[config.mk]
export PLATFORM = sky130hd
export DESIGN_NAME = gpio_port16
export DESIGN_NICKNAME = d
export VERILOG_FILES = /design/src/rtl/gpio_pkg.sv /design/src/rtl/gpio_in_sync.sv /design/src/rtl/gpio_regfile.sv /design/src/rtl/gpio_pin_ctrl.sv /design/src/rtl/gpio_port16.sv
export SDC_FILE = /design/constraint.sdc
export NUM_CORES = 1
export LEC_CHECK = 0
export CORE_MARGIN = 2
export CORE_UTILIZATION = 30
export CTS_BUF_LIST = sky130_fd_sc_hd__clkbuf_4
export DETAILED_ROUTE_END_ITERATION = 7
export GPL_TIMING_DRIVEN = 0
export PLACE_DENSITY = 0.61
export SLEW_MARGIN = 5
export SYNTH_ARGS = -nofsm -noshare
export SYNTH_HDL_FRONTEND = slang
export SYNTH_SLANG_ARGS = --single-unit
[constraint.sdc]
create_clock -name clk -period 1.3 [get_ports clk]
set_input_delay 0.13 -clock clk [delete_from_list [all_inputs] [get_ports clk]]
set_output_delay 0.13 -clock clk [all_outputs]
set_load 0.1 [all_outputs]
[src/rtl/gpio_pkg.sv]
package gpio_pkg;

    typedef enum logic [1:0] {
        PM_INPUT  = 2'b00,
        PM_OUTPUT = 2'b01,
        PM_ALTFN  = 2'b10,
        PM_ANALOG = 2'b11
    } pin_mode_e;

    typedef enum logic [1:0] {
        PL_NONE = 2'b00,
        PL_UP   = 2'b01,
        PL_DOWN = 2'b10,
        PL_RSVD = 2'b11
    } pull_sel_e;

    // Word index (byte offset / 4) of each register
    localparam int RI_MODE   = 0;
    localparam int RI_OTYPE  = 1;
    localparam int RI_SPEED  = 2;
    localparam int RI_PULL   = 3;
    localparam int RI_IN     = 4;
    localparam int RI_OUT    = 5;
    localparam int RI_SETCLR = 6;

endpackage

[src/rtl/gpio_in_sync.sv]
module gpio_in_sync #(
    parameter int NPINS = 16
) (
    input  logic             clk,
    input  logic             rst_n,
    input  logic [NPINS-1:0] pin_in,
    output logic [NPINS-1:0] in_val
);

    typedef struct packed {
        logic [NPINS-1:0] stage1;
        logic [NPINS-1:0] stage2;
        logic [NPINS-1:0] capture;
    } sync_t;

    sync_t s_d, s_q;

    always_comb begin
        s_d         = s_q;
        s_d.stage1  = pin_in;
        s_d.stage2  = s_q.stage1;
        s_d.capture = s_q.stage2;
    end

    always_ff @(posedge clk or negedge rst_n) begin
        if (!rst_n) begin
            s_q <= '0;
        end else begin
            s_q <= s_d;
        end
    end

    assign in_val = s_q.capture;

endmodule

[src/rtl/gpio_regfile.sv]
module gpio_regfile
    import gpio_pkg::*;
#(
    parameter int NPINS = 16,
    parameter int DW    = 32,
    parameter int AW    = 5
) (
    input  logic               clk,
    input  logic               rst_n,
    input  logic               bus_we,
    input  logic [AW-1:0]      bus_addr,
    input  logic [DW-1:0]      bus_wdata,
    output logic [DW-1:0]      bus_rdata,
    input  logic [NPINS-1:0]   in_val,
    output logic [2*NPINS-1:0] cfg_mode,
    output logic [NPINS-1:0]   cfg_otype,
    output logic [2*NPINS-1:0] cfg_speed,
    output logic [2*NPINS-1:0] cfg_pull,
    output logic [NPINS-1:0]   out_val
);

    localparam int FW = 2 * NPINS;
    localparam int IW = AW - 2;

    typedef struct packed {
        logic [FW-1:0]    mode;
        logic [NPINS-1:0] otype;
        logic [FW-1:0]    speed;
        logic [FW-1:0]    pull;
        logic [NPINS-1:0] odata;
    } regs_t;

    regs_t            r_d, r_q;
    logic             aligned;
    logic [IW-1:0]    widx;
    logic [NPINS-1:0] set_mask;
    logic [NPINS-1:0] clr_mask;

    always_comb begin
        aligned  = (bus_addr[1:0] == 2'b00);
        widx     = bus_addr[AW-1:2];
        set_mask = bus_wdata[NPINS-1:0];
        clr_mask = bus_wdata[FW-1:NPINS];
        r_d      = r_q;
        if (bus_we && aligned) begin
            if (widx == IW'(RI_MODE)) begin
                r_d.mode = bus_wdata[FW-1:0];
            end else if (widx == IW'(RI_OTYPE)) begin
                r_d.otype = bus_wdata[NPINS-1:0];
            end else if (widx == IW'(RI_SPEED)) begin
                r_d.speed = bus_wdata[FW-1:0];
            end else if (widx == IW'(RI_PULL)) begin
                r_d.pull = bus_wdata[FW-1:0];
            end else if (widx == IW'(RI_OUT)) begin
                r_d.odata = bus_wdata[NPINS-1:0];
            end else if (widx == IW'(RI_SETCLR)) begin
                // raise wins: clear first, then OR the set mask
                r_d.odata = (r_q.odata & ~clr_mask) | set_mask;
            end
        end
    end

    always_ff @(posedge clk or negedge rst_n) begin
        if (!rst_n) begin
            r_q <= '0;
        end else begin
            r_q <= r_d;
        end
    end

    always_comb begin
        bus_rdata = '0;
        if (aligned) begin
            if (widx == IW'(RI_MODE)) begin
                bus_rdata[FW-1:0] = r_q.mode;
            end else if (widx == IW'(RI_OTYPE)) begin
                bus_rdata[NPINS-1:0] = r_q.otype;
            end else if (widx == IW'(RI_SPEED)) begin
                bus_rdata[FW-1:0] = r_q.speed;
            end else if (widx == IW'(RI_PULL)) begin
                bus_rdata[FW-1:0] = r_q.pull;
            end else if (widx == IW'(RI_IN)) begin
                bus_rdata[NPINS-1:0] = in_val;
            end else if (widx == IW'(RI_OUT)) begin
                bus_rdata[NPINS-1:0] = r_q.odata;
            end
        end
    end

    assign cfg_mode  = r_q.mode;
    assign cfg_otype = r_q.otype;
    assign cfg_speed = r_q.speed;
    assign cfg_pull  = r_q.pull;
    assign out_val   = r_q.odata;

endmodule

[src/rtl/gpio_pin_ctrl.sv]
module gpio_pin_ctrl
    import gpio_pkg::*;
#(
    parameter int NPINS = 16
) (
    input  logic [2*NPINS-1:0] cfg_mode,
    input  logic [NPINS-1:0]   cfg_otype,
    input  logic [2*NPINS-1:0] cfg_speed,
    input  logic [2*NPINS-1:0] cfg_pull,
    output logic [NPINS-1:0]   pin_oe,
    output logic [NPINS-1:0]   pin_od,
    output logic [NPINS-1:0]   pin_pu,
    output logic [NPINS-1:0]   pin_pd,
    output logic [NPINS-1:0]   pin_alt,
    output logic [NPINS-1:0]   pin_ana,
    output logic [2*NPINS-1:0] pin_speed
);

    for (genvar i = 0; i < NPINS; i++) begin : g_pin
        pin_mode_e mode_i;
        pull_sel_e pull_i;

        always_comb begin
            mode_i     = pin_mode_e'(cfg_mode[2*i +: 2]);
            pull_i     = pull_sel_e'(cfg_pull[2*i +: 2]);
            pin_oe[i]  = (mode_i == PM_OUTPUT);
            pin_alt[i] = (mode_i == PM_ALTFN);
            pin_ana[i] = (mode_i == PM_ANALOG);
            pin_pu[i]  = (pull_i == PL_UP);
            pin_pd[i]  = (pull_i == PL_DOWN);
        end
    end

    assign pin_od    = cfg_otype;
    assign pin_speed = cfg_speed;

endmodule

[src/rtl/gpio_port16.sv]
module gpio_port16 #(
    parameter int NPINS = 16,
    parameter int DW    = 32,
    parameter int AW    = 5
) (
    input  logic               clk,
    input  logic               rst_n,
    input  logic               bus_we,
    input  logic [AW-1:0]      bus_addr,
    input  logic [DW-1:0]      bus_wdata,
    output logic [DW-1:0]      bus_rdata,
    input  logic [NPINS-1:0]   pin_in,
    output logic [NPINS-1:0]   pin_out,
    output logic [NPINS-1:0]   pin_oe,
    output logic [NPINS-1:0]   pin_od,
    output logic [NPINS-1:0]   pin_pu,
    output logic [NPINS-1:0]   pin_pd,
    output logic [NPINS-1:0]   pin_alt,
    output logic [NPINS-1:0]   pin_ana,
    output logic [2*NPINS-1:0] pin_speed
);

    localparam int FW = 2 * NPINS;

    logic [NPINS-1:0] in_val;
    logic [FW-1:0]    cfg_mode;
    logic [NPINS-1:0] cfg_otype;
    logic [FW-1:0]    cfg_speed;
    logic [FW-1:0]    cfg_pull;

    gpio_in_sync #(.NPINS(NPINS)) u_sync (
        .clk    (clk),
        .rst_n  (rst_n),
        .pin_in (pin_in),
        .in_val (in_val)
    );

    gpio_regfile #(.NPINS(NPINS), .DW(DW), .AW(AW)) u_regs (
        .clk       (clk),
        .rst_n     (rst_n),
        .bus_we    (bus_we),
        .bus_addr  (bus_addr),
        .bus_wdata (bus_wdata),
        .bus_rdata (bus_rdata),
        .in_val    (in_val),
        .cfg_mode  (cfg_mode),
        .cfg_otype (cfg_otype),
        .cfg_speed (cfg_speed),
        .cfg_pull  (cfg_pull),
        .out_val   (pin_out)
    );

    gpio_pin_ctrl #(.NPINS(NPINS)) u_ctrl (
        .cfg_mode  (cfg_mode),
        .cfg_otype (cfg_otype),
        .cfg_speed (cfg_speed),
        .cfg_pull  (cfg_pull),
        .pin_oe    (pin_oe),
        .pin_od    (pin_od),
        .pin_pu    (pin_pu),
        .pin_pd    (pin_pd),
        .pin_alt   (pin_alt),
        .pin_ana   (pin_ana),
        .pin_speed (pin_speed)
    );

endmodule

==> results.md, run 1 <==
- Arr. time, crit path: 2000 ps
- Worst-Skew Late Latency: 580 ps
- Final Setup Violations: roughly 180
- Core area: between 20,000 and 30,000 µm²
- Layout cells sized above 1: 70.7%
- Power Total: 26.4 mW
- NetSw: around 12 mW
- Avg Cell Area, Syn: 12.3 µm²
- First-pass GRT wire length: 42,400 µm
- CTS max path bufs: 2
- DIE HEIGHT: around 170 µm
- Count of boundary I/O pins: approximately 230
- Final period util: 164%
- Slew @ Worst Pin: 796 ps
- Placed insts: around 1,200
- Fmax: 470 MHz
- Net count of the finished layout: roughly 1,000
- Chip width: 167 µm
- Multi-input gate area: 4190 µm²
- Clock network power share: 13.3%
- CTS buffer count: 17
- Req. time, crit path: about 1200 ps
- Async S/R FF share, synth: 100%
- Final min period: 2130 ps
- Syn. warnings: 0
- Residual DRC: 0
- Area Growth Syn to Fin: 87.0%
- Tot GR Track Use: 20.0%
- Leakage: 6.27 nW
- Final hold vios: 0
- Slew margin rel.: 46.9%
- Status: finished with violations
- Failing checks: negative setup slack
- DR WL/cell: between 20 and 25 µm
- TritonRoute pass-1 iters: 5
- Register area: 4630 µm²
- Setup TNS: -46,000 ps
- RSZ-0062 raised after global routing: yes
- Internal cell power: 14.1 mW
- Initial Util: 30.6%
- Number of global-route vias before repair: just under 7,000
- ANT nets after route: 0
- Placer congestion estimate: 0.746
- Gate power share: between 50% and 60%
- CTS tree: built
- Area of the die: 27,900 µm²
- Worst hold path type: in2reg
- Sequential share of the synthesized area: 55.3%
- Number of I/O port buffers: 229
- Mapped Nets: 703
- Fillers: 2,117
- Dpl hpwl: 19,400 µm
- Final Slew Violations: 0
- CP Capture Type: output pin
- Setup crit start kind: register
- Seq pwr share: 29.1%
- Max_cap viols: 0
- Avg Vias per Cell: 4.88
- Vias post-DR: 6,507
- Netlist Area Pre-Place: 7960 µm²
- Synthesis-stage register bit count: 176
- Most frequent cells in the layout: buf_12 (174), mux2_2 (119), dfrtp_2 (77)
- Number of H-tree levels: 4
- EDFF count, synth: 0
- Clock skew: between 10 and 15 ps
- Routed WL: 28,300 µm
- Largest net degree at the start of global routing: 100
- Clock root cell: clkbuf_4
- Fin cells: roughly 1,300
- Min Hold Slack: 123 ps
- Rows: 59
- Crit Path Category: reg2out
- GRT overflow: 0
- Crit path max fanout: 2
- Mapped Cells: 647
- Clk sinks: 176
- Most common cell after layout, fill and taps aside: buf_12
- Switching share of power: 46.8%
- Initial DRC count: ~300
- PnR worst setup slack: -827 ps
- Worst VDD drop: 1.31 mV
- Clk slew on worst S/H paths: 160 ps
- Synth cell types: 35
- Post-synth top flop: dfrtp_1
- Cell area power density: between 1500 and 2000 nW/µm²
- Initial antenna violation count: 1
kinds of logic after synthesis:
| family | after synthesis | share of synthesized area [%] |
|---|---|---|
| AND/OR/NAND/NOR | 184 | 11.9 |
| flip-flops | 176 | 55.3 |
| multiplexers | 145 | 20.3 |
| AO/OA/AOI/OAI | 96 | 9.65 |
| buffers and inverters | 45 | 2.77 |
| XOR/XNOR | 1 | 0.110 |
through the flow:
| stage | util (%) | area [µm²] | setup WS (ps) |
|---|---|---|---|
| final | 57.1 | 14900 | -827 |
| after CTS | 53.2 | 13900 | -861 |
| after global placement | 44.4 | 11600 | -8820 |
| after global routing | 57.1 | 14900 | -930 |
| after floorplan | - | 8850 | -1010 |
| after detailed placement | 44.5 | 11600 | -2180 |
per-layer routing:
metal | part of all wire (%) | track usage, % | vias to the layer above
met1 | 43 | 26.3 | 3325
li1 | - | - | 2972
met4 | 1.8 | 5.73 | 0
met3 | 5.2 | 5.20 | 26
met5 | 0 | 0 | -
met2 | 50 | 32.5 | 184
worst max-delay path, cell delays in order, from the launching register on:
cell	delay, ps
dfrtp_4	440
mux2i_1	70
a211o_1	290
a2111oi_4	350
buf_6	280
state kept, by name (all words and copies together), names as in the netlist:
signal and cells:
u_regs.cfg_otype 16, u_regs.cfg_mode 32, u_sync.in_val 16, u_regs.cfg_pull 32
u_sync.s_d 32, u_regs.cfg_speed 32, u_regs.out_val 16
timing repair:
action,in CTS,in global routing
gates cloned,0,0
buffers inserted,26,53
resized for setup,1610,172
pin swaps,20,30
endpoints found under the setup margin,288,239
hold endpoints to repair,112,2
hold buffers,15,2
cells in the mapped netlist (14+ instances only):
cell | count | area, µm²
a22o_1 | 16 | 140
o211ai_1 | 31 | 233
buf_2 | 22 | 110
a22oi_1 | 16 | 120
o21ai_0 | 15 | 75.1
and2_1 | 16 | 100
clkbuf_1 | 14 | 52.6
nand2_1 | 45 | 169
dfrtp_1 | 176 | 4400
nor2_1 | 46 | 173
mux2i_1 | 16 | 160
nor2b_1 | 64 | 400
mux2_2 | 128 | 1440
o2111a_1 | 15 | 169
path summary, 6_finish.rpt:
check,from,end,slack [ps],cells past startpoint
worst max-delay path,u_regs.out_val[0],bus_rdata[0],-830,4
min in group asynchronous,rst_n,u_regs.cfg_speed[27],140,2
worst min register to register,u_sync.s_d[18],u_sync.s_d[2],370,0
max in group asynchronous,rst_n,u_regs.cfg_otype[10],270,3
worst min-delay path,bus_addr[3],u_regs.out_val[0],120,4
worst max register to register,u_regs.cfg_pull[2],u_regs.cfg_pull[2],270,3
power by group through the flow:
stage          clock (mW)  combinational, mW  sequential [mW]
3_5_place_dp            0               11.5             7.73
2_1_floorplan           0               5.77             10.7
6_report             3.50               15.2             7.69
5_1_grt              3.81               15.6             7.82
4_1_cts              3.58               13.8             7.78
3_3_place_gp            0               11.4             7.72
final cells by class:
| cell class | count | share of cell area (%) |
|---|---|---|
| Timing Repair Buffer | 319 | 33.6 |
| Sequential cell | 176 | 31.1 |
| Multi-Input combinational cell | 426 | 28.1 |
| Tap cell | 335 | 2.81 |
| Buffer | 45 | 2.20 |
| Clock inverter | 14 | 1.19 |
| Clock buffer | 18 | 0.907 |
| Antenna cell | 1 | 0.0168 |
No activity file was read; power rests on OpenSTA's default activity.
==> run 2, diff against run 1 <==
--- a/config.mk
+++ b/config.mk
@@ -6,11 +6,9 @@
 export NUM_CORES = 1
 export LEC_CHECK = 0
 export CORE_MARGIN = 2
-export CORE_UTILIZATION = 30
+export CORE_UTILIZATION = 25
 export CTS_BUF_LIST = sky130_fd_sc_hd__clkbuf_4
 export DETAILED_ROUTE_END_ITERATION = 7
-export GPL_TIMING_DRIVEN = 0
-export PLACE_DENSITY = 0.61
 export SLEW_MARGIN = 5
 export SYNTH_ARGS = -nofsm -noshare
 export SYNTH_HDL_FRONTEND = slang
==> results.md, run 2 (synthesis results as in run 1) <==
- Area of the die: 33,300 µm²
- Arr. time, crit path: a little under 2000 ps
- Chip width: 182 µm
- First-pass GRT wire length: 43,400 µm
- Switching share of power: 47.4%
- Req. time, crit path: 1170 ps
- Initial antenna violation count: 1
- Fillers: 2,722
- Clk sinks: ~180
- Dpl hpwl: 20,200 µm
- Core area: 31,500 µm²
- DR WL/cell: between 15 and 20 µm
- Worst VDD drop: 1.23 mV
- Area Growth Syn to Fin: 95.6%
- Setup crit start kind: register
- Seq pwr share: 28.2%
- PnR worst setup slack: -783 ps
- Final min period: 2080 ps
- CTS buffer count: 17
- Final hold vios: 0
- CP max stage delay: 440 ps
- Number of global-route vias before repair: 7,089
- Register-to-Register Path Depth: 3
- Worst hold path type: in2async
- Reg2Reg Setup Slack: 200 ps
- TritonRoute pass-1 iters: 4
- Residual DRC: 0
- DIE HEIGHT: 182 µm
- Gate power share: between 60% and 70%
- Post-DP Area: 14,400 µm²
- Reg2reg end: u_regs.cfg_otype[0]
- Rows: 65
- Number of H-tree levels: 4
- CP Capture Type: output pin
- Net count of the finished layout: 1,080
- Worst path slowest cell: dfrtp_4
- Count of boundary I/O pins: 232
- Largest delay contributor family on the critical path: compound AO/OA/AOI/OAI gates
- Clock skew: 16.4 ps
- Leakage: ~6.6 nW
- Initial Util: ~25%
- Clock root cell: clkbuf_4
- Worst Path Buf+Inv: 1
- Tot GR Track Use: ~17%
- Most frequent cells in the layout: buf_12 (197), mux2_2 (115), dfrtp_1 (95)
- Largest net degree at the start of global routing: 41
- Slew @ Worst Pin: 873 ps
- ANT nets after route: 0
- Vias post-DR: 6,511
- Reg-to-reg critical path startpoint: u_regs.cfg_otype[0]
- Slew margin rel.: 41.8%
- Crit path max fanout: 2
- Failing checks: negative setup slack
- Fmax: between 400 and 500 MHz
- Post-place setup slack: -688 ps
- Routed WL: 27,600 µm
- Cell area power density: about 1700 nW/µm²
- Crit Path Category: reg2out
- Clk slew on worst S/H paths: 170 ps
- Max_cap viols: 0
- Initial DRC count: 259
- Most common cell after layout, fill and taps aside: buf_12
- Final Setup Violations: around 180
- Final Slew Violations: 0
- Avg Vias per Cell: 4.52
- Worst-Skew Late Latency: 580 ps
- Status: finished with violations
- Finished Cell Area: 15,600 µm²
- GRT overflow: 0
- Number of I/O port buffers: 231
- NetSw: 12.6 mW
- Clock network power share: about an eighth
- Placer congestion estimate: 0.756
- RSZ-0062 raised after global routing: yes
- CTS max path bufs: 2
- Layout cells sized above 1: between 60% and 70%
- Internal cell power: about 14 mW
- CP Cell Sequence: mux2i_1 > a211o_1 > a2111oi_4 > buf_12
- Final period util: 160%
- CTS tree: built
run 2: changes by cell type in the layout (fill, tap and decap cells not counted), moves of 11 or more:
cell / delta
buf_12: +23
buf_2: -13
buf_4: +25
buf_6: +22
clkbuf_4: -11
dfrtp_1: +31
dfrtp_2: -31
run 2: tightest hold or removal path, cell delays in order:
cell,delay (ps)
dlygate4sd3_1,540
clkbuf_8,200
buf_12,230
run 2: per-stage QoR:
step / util (%) / std cells / TNS [ps] / hold WS (ps) / power (mW)
final: 49.5 / 1440 / -47780 / 124 / 26.5
after global routing: 49.5 / 1440 / -65890 / 89.3 / 27.5
after CTS: 49.0 / 1428 / -61710 / 91.0 / 26.6
after detailed placement: 45.7 / 1361 / -90610 / 82.2 / 22.7
after global placement: 45.7 / 1361 / -90860 / 82.9 / 22.5
after floorplan: - / 647 / -9930 / -166 / 16.4
run 2: worst max-delay path by stage:
| stage | from | end | depth (start not counted) |
|---|---|---|---|
| detailed placement | bus_addr[1] | u_regs.cfg_pull[2] | 5 |
| finish | u_regs.out_val[0] | bus_rdata[0] | 4 |
| global route | u_regs.cfg_otype[0] | bus_rdata[0] | 4 |
| global placement | bus_addr[1] | u_regs.cfg_pull[8] | 5 |
| CTS | u_regs.out_val[0] | bus_rdata[0] | 4 |
| floorplan | u_regs.out_val[0] | bus_rdata[0] | 3 |
run 2: layout make-up:
cell class                 count  area (µm²)  area share [%]
antenna                        1        2.50          0.0161
clock buffer                  17         128           0.820
clock inverter                15         146           0.940
multi-input combinational    426        4210            27.0
sequential                   176        4590            29.5
tap                          402         503            3.23
timing repair buffer         403        5990            38.5
run 2: power by group through the flow:
stage	sequential (mW)	clock (mW)	combinational, mW
floorplan	10.7	0	5.77
global placement	7.49	0	15.0
detailed placement	7.53	0	15.1
CTS	7.47	3.25	15.8
global route	7.61	3.50	16.4
finish	7.47	3.11	15.9
run 2: repair_timing:
item,4_1_cts,5_1_grt
hold buffers,19,0
pin swaps,25,31
endpoints found under the setup margin,212,206
endpoints found under the hold margin,192,0
buffers inserted,21,28
resized for setup,130,44
run 2: metal layers:
| layer | vias to the layer above | share of wire [%] | global-route usage, % |
|---|---|---|---|
| li1 | 3058 | - | - |
| met5 | - | 0 | 0 |
| met1 | 3300 | 43 | 21.8 |
| met3 | 13 | 4.6 | 4.15 |
| met4 | 0 | 0.79 | 3.35 |
| met2 | 140 | 52 | 29.8 |
==> run 3, diff against run 2 <==
--- a/config.mk
+++ b/config.mk
@@ -9,6 +9,7 @@
 export CORE_UTILIZATION = 25
 export CTS_BUF_LIST = sky130_fd_sc_hd__clkbuf_4
 export DETAILED_ROUTE_END_ITERATION = 7
+export HOLD_SLACK_MARGIN = 0.1
 export SLEW_MARGIN = 5
 export SYNTH_ARGS = -nofsm -noshare
 export SYNTH_HDL_FRONTEND = slang
==> results.md, run 3 (synthesis results as in run 1) <==
- PnR worst setup slack: -780 ps
- Worst Setup EP: bus_rdata[0]
- CTS buffer count: 17
- Finished Cell Area: 15,600 µm²
- DR WL/cell: 19.0 µm
- GRT overflow: 0
- Initial antenna violation count: 1
- Switching share of power: 47.4%
- Crit Path Category: reg2out
- Clock skew: 16.2 ps
- Post-DP Area: 14,400 µm²
- Number of global-route vias before repair: 7,079
- Met2 WL: 14,200 µm
- Clk slew on worst S/H paths: 160 ps
- Slew margin rel.: 65.2%
- Reg-to-reg critical path startpoint: u_regs.cfg_otype[0]
- Setup crit start kind: register
- Placer congestion estimate: 0.756
- Final min period: 2080 ps
- Worst-Skew Late Latency: 570 ps
- Crit path max fanout: 2
- Met3 wire len: 1270 µm
- TritonRoute pass-1 iters: 6
- Count of boundary I/O pins: 232
- Number of H-tree levels: 4
- RSZ-0062 raised after global routing: yes
- Worst VDD drop: approximately 1.2 mV
- Fmax: 481 MHz
- Fillers: about 2,700
- Register-to-Register Path Depth: 3
- Number of I/O port buffers: around 230
- CTS tree: built
- Clk sinks: 176
- Slew @ Worst Pin: 518 ps
- Most common cell after layout, fill and taps aside: buf_12
- Status: finished with violations
- Failing checks: negative setup slack
- Worst hold path type: in2reg
- Gate power share: 60.0%
- DIE HEIGHT: 182 µm
- Leakage: 6.62 nW
- Residual DRC: 0
- WL met1: 11,600 µm
- NetSw: 12.5 mW
- Setup TNS: -46,880 ps
- Chip width: 182 µm
- Initial Util: 25.3%
- Cell area power density: roughly 1700 nW/µm²
- Req. time, crit path: about 1200 ps
- Min Hold Slack: 233 ps
- Post-layout util: 49.4%
- Initial DRC count: ~260
- Dpl hpwl: roughly 20,000 µm
- First-pass GRT wire length: 43,200 µm
- Clock root cell: clkbuf_4
- Final Setup Violations: 176
- Max_cap viols: 0
- Core area: about 31,000 µm²
- Tot GR Track Use: 17.1%
- Seq pwr share: 28.2%
- Largest net degree at the start of global routing: 41
- Area Growth Syn to Fin: 95.4%
- Rows: 65
- Reg2reg end: u_regs.cfg_otype[0]
- Final hold vios: 0
- Net count of the finished layout: between 1,000 and 1,500
- Routed WL: 27,400 µm
- Avg Vias per Cell: 4.51
- Layout cells sized above 1: 69.3%
- Arr. time, crit path: 1950 ps
- Reg2Reg Setup Slack: 200 ps
- Most frequent cells in the layout: buf_12 (197), mux2_2 (115), dfrtp_1 (95)
- ANT nets after route: 0
- Internal cell power: 13.9 mW
- Area of the die: between 30,000 and 40,000 µm²
- Highest Signal Layer: met4
- Final period util: 160%
- CP Capture Type: output pin
- Clock network power share: 11.7%
- Final Slew Violations: 0
- Vias post-DR: 6,485
- Power Total: between 20 and 30 mW
- CTS max path bufs: 2
- Crit path launch: u_regs.out_val[0]
-- run 3: cell types whose count changed in the layout (fill, tap and decap cells not counted) --
| cell | before | now |
|---|---|---|
| dlymetal6s4s_1 | 2 | 0 |
| dlygate4sd3_1 | 17 | 18 |
-- run 3: how the worst min path moves through the flow --
stage	start	end	slack, ps	cells after the start
after global routing	bus_addr[3]	u_regs.out_val[7]	200	4
after detailed placement	rst_n	u_regs.cfg_speed[25]	80	1
after CTS	bus_addr[3]	u_regs.out_val[7]	200	4
final	bus_addr[3]	u_regs.out_val[7]	230	4
after floorplan	rst_n	u_regs.cfg_mode[0]	-170	0
after global placement	rst_n	u_regs.cfg_speed[25]	80	1
-- run 3: repair_timing --
item                                   4_1_cts  5_1_grt
hold buffers                                18        0
resized for setup                          130       42
setup endpoints to repair                  212      176
pin swaps                                   25       31
endpoints found under the hold margin      192        0
setup buffers                               21       28
-- run 3: critical path, cell delays in order, from the launching register on --
cell       delay (ps)
dfrtp_4           440
mux2i_1            70
a211o_1           300
a2111oi_4         360
buf_12            220
-- run 3: power groups by stage --
stage          registers, mW  clock network [mW]  logic, mW
2_1_floorplan           10.7                   0       5.77
3_3_place_gp            7.49                   0       15.0
3_5_place_dp            7.53                   0       15.1
4_1_cts                 7.47                3.25       15.8
5_1_grt                 7.61                3.50       16.4
6_report                7.47                3.11       15.9
-- run 3: final cells by class --
| class | instances | area (µm²) | area share, % |
|---|---|---|---|
| repair buffers | 402 | 5980 | 38.4 |
| flip-flops and latches | 176 | 4590 | 29.5 |
| multi-input cells | 426 | 4210 | 27.0 |
| well taps | 402 | 503 | 3.23 |
| clock inverters | 15 | 146 | 0.941 |
| clock buffers | 17 | 128 | 0.820 |
| diodes | 1 | 2.50 | 0.0161 |
-- run 3: stage by stage --
stage,setup WS [ps],std cells
detailed placement,-688,1361
CTS,-855,1427
finish,-780,1439
global route,-929,1439
floorplan,-1010,647
global placement,-687,1361
-- run 3: metal layers --
| metal | GRT usage (%) | vias up |
|---|---|---|
| li1 | - | 3053 |
| met1 | 21.7 | 3276 |
| met2 | 29.6 | 142 |
| met3 | 4.15 | 14 |
| met4 | 3.35 | 0 |
| met5 | 0 | - |
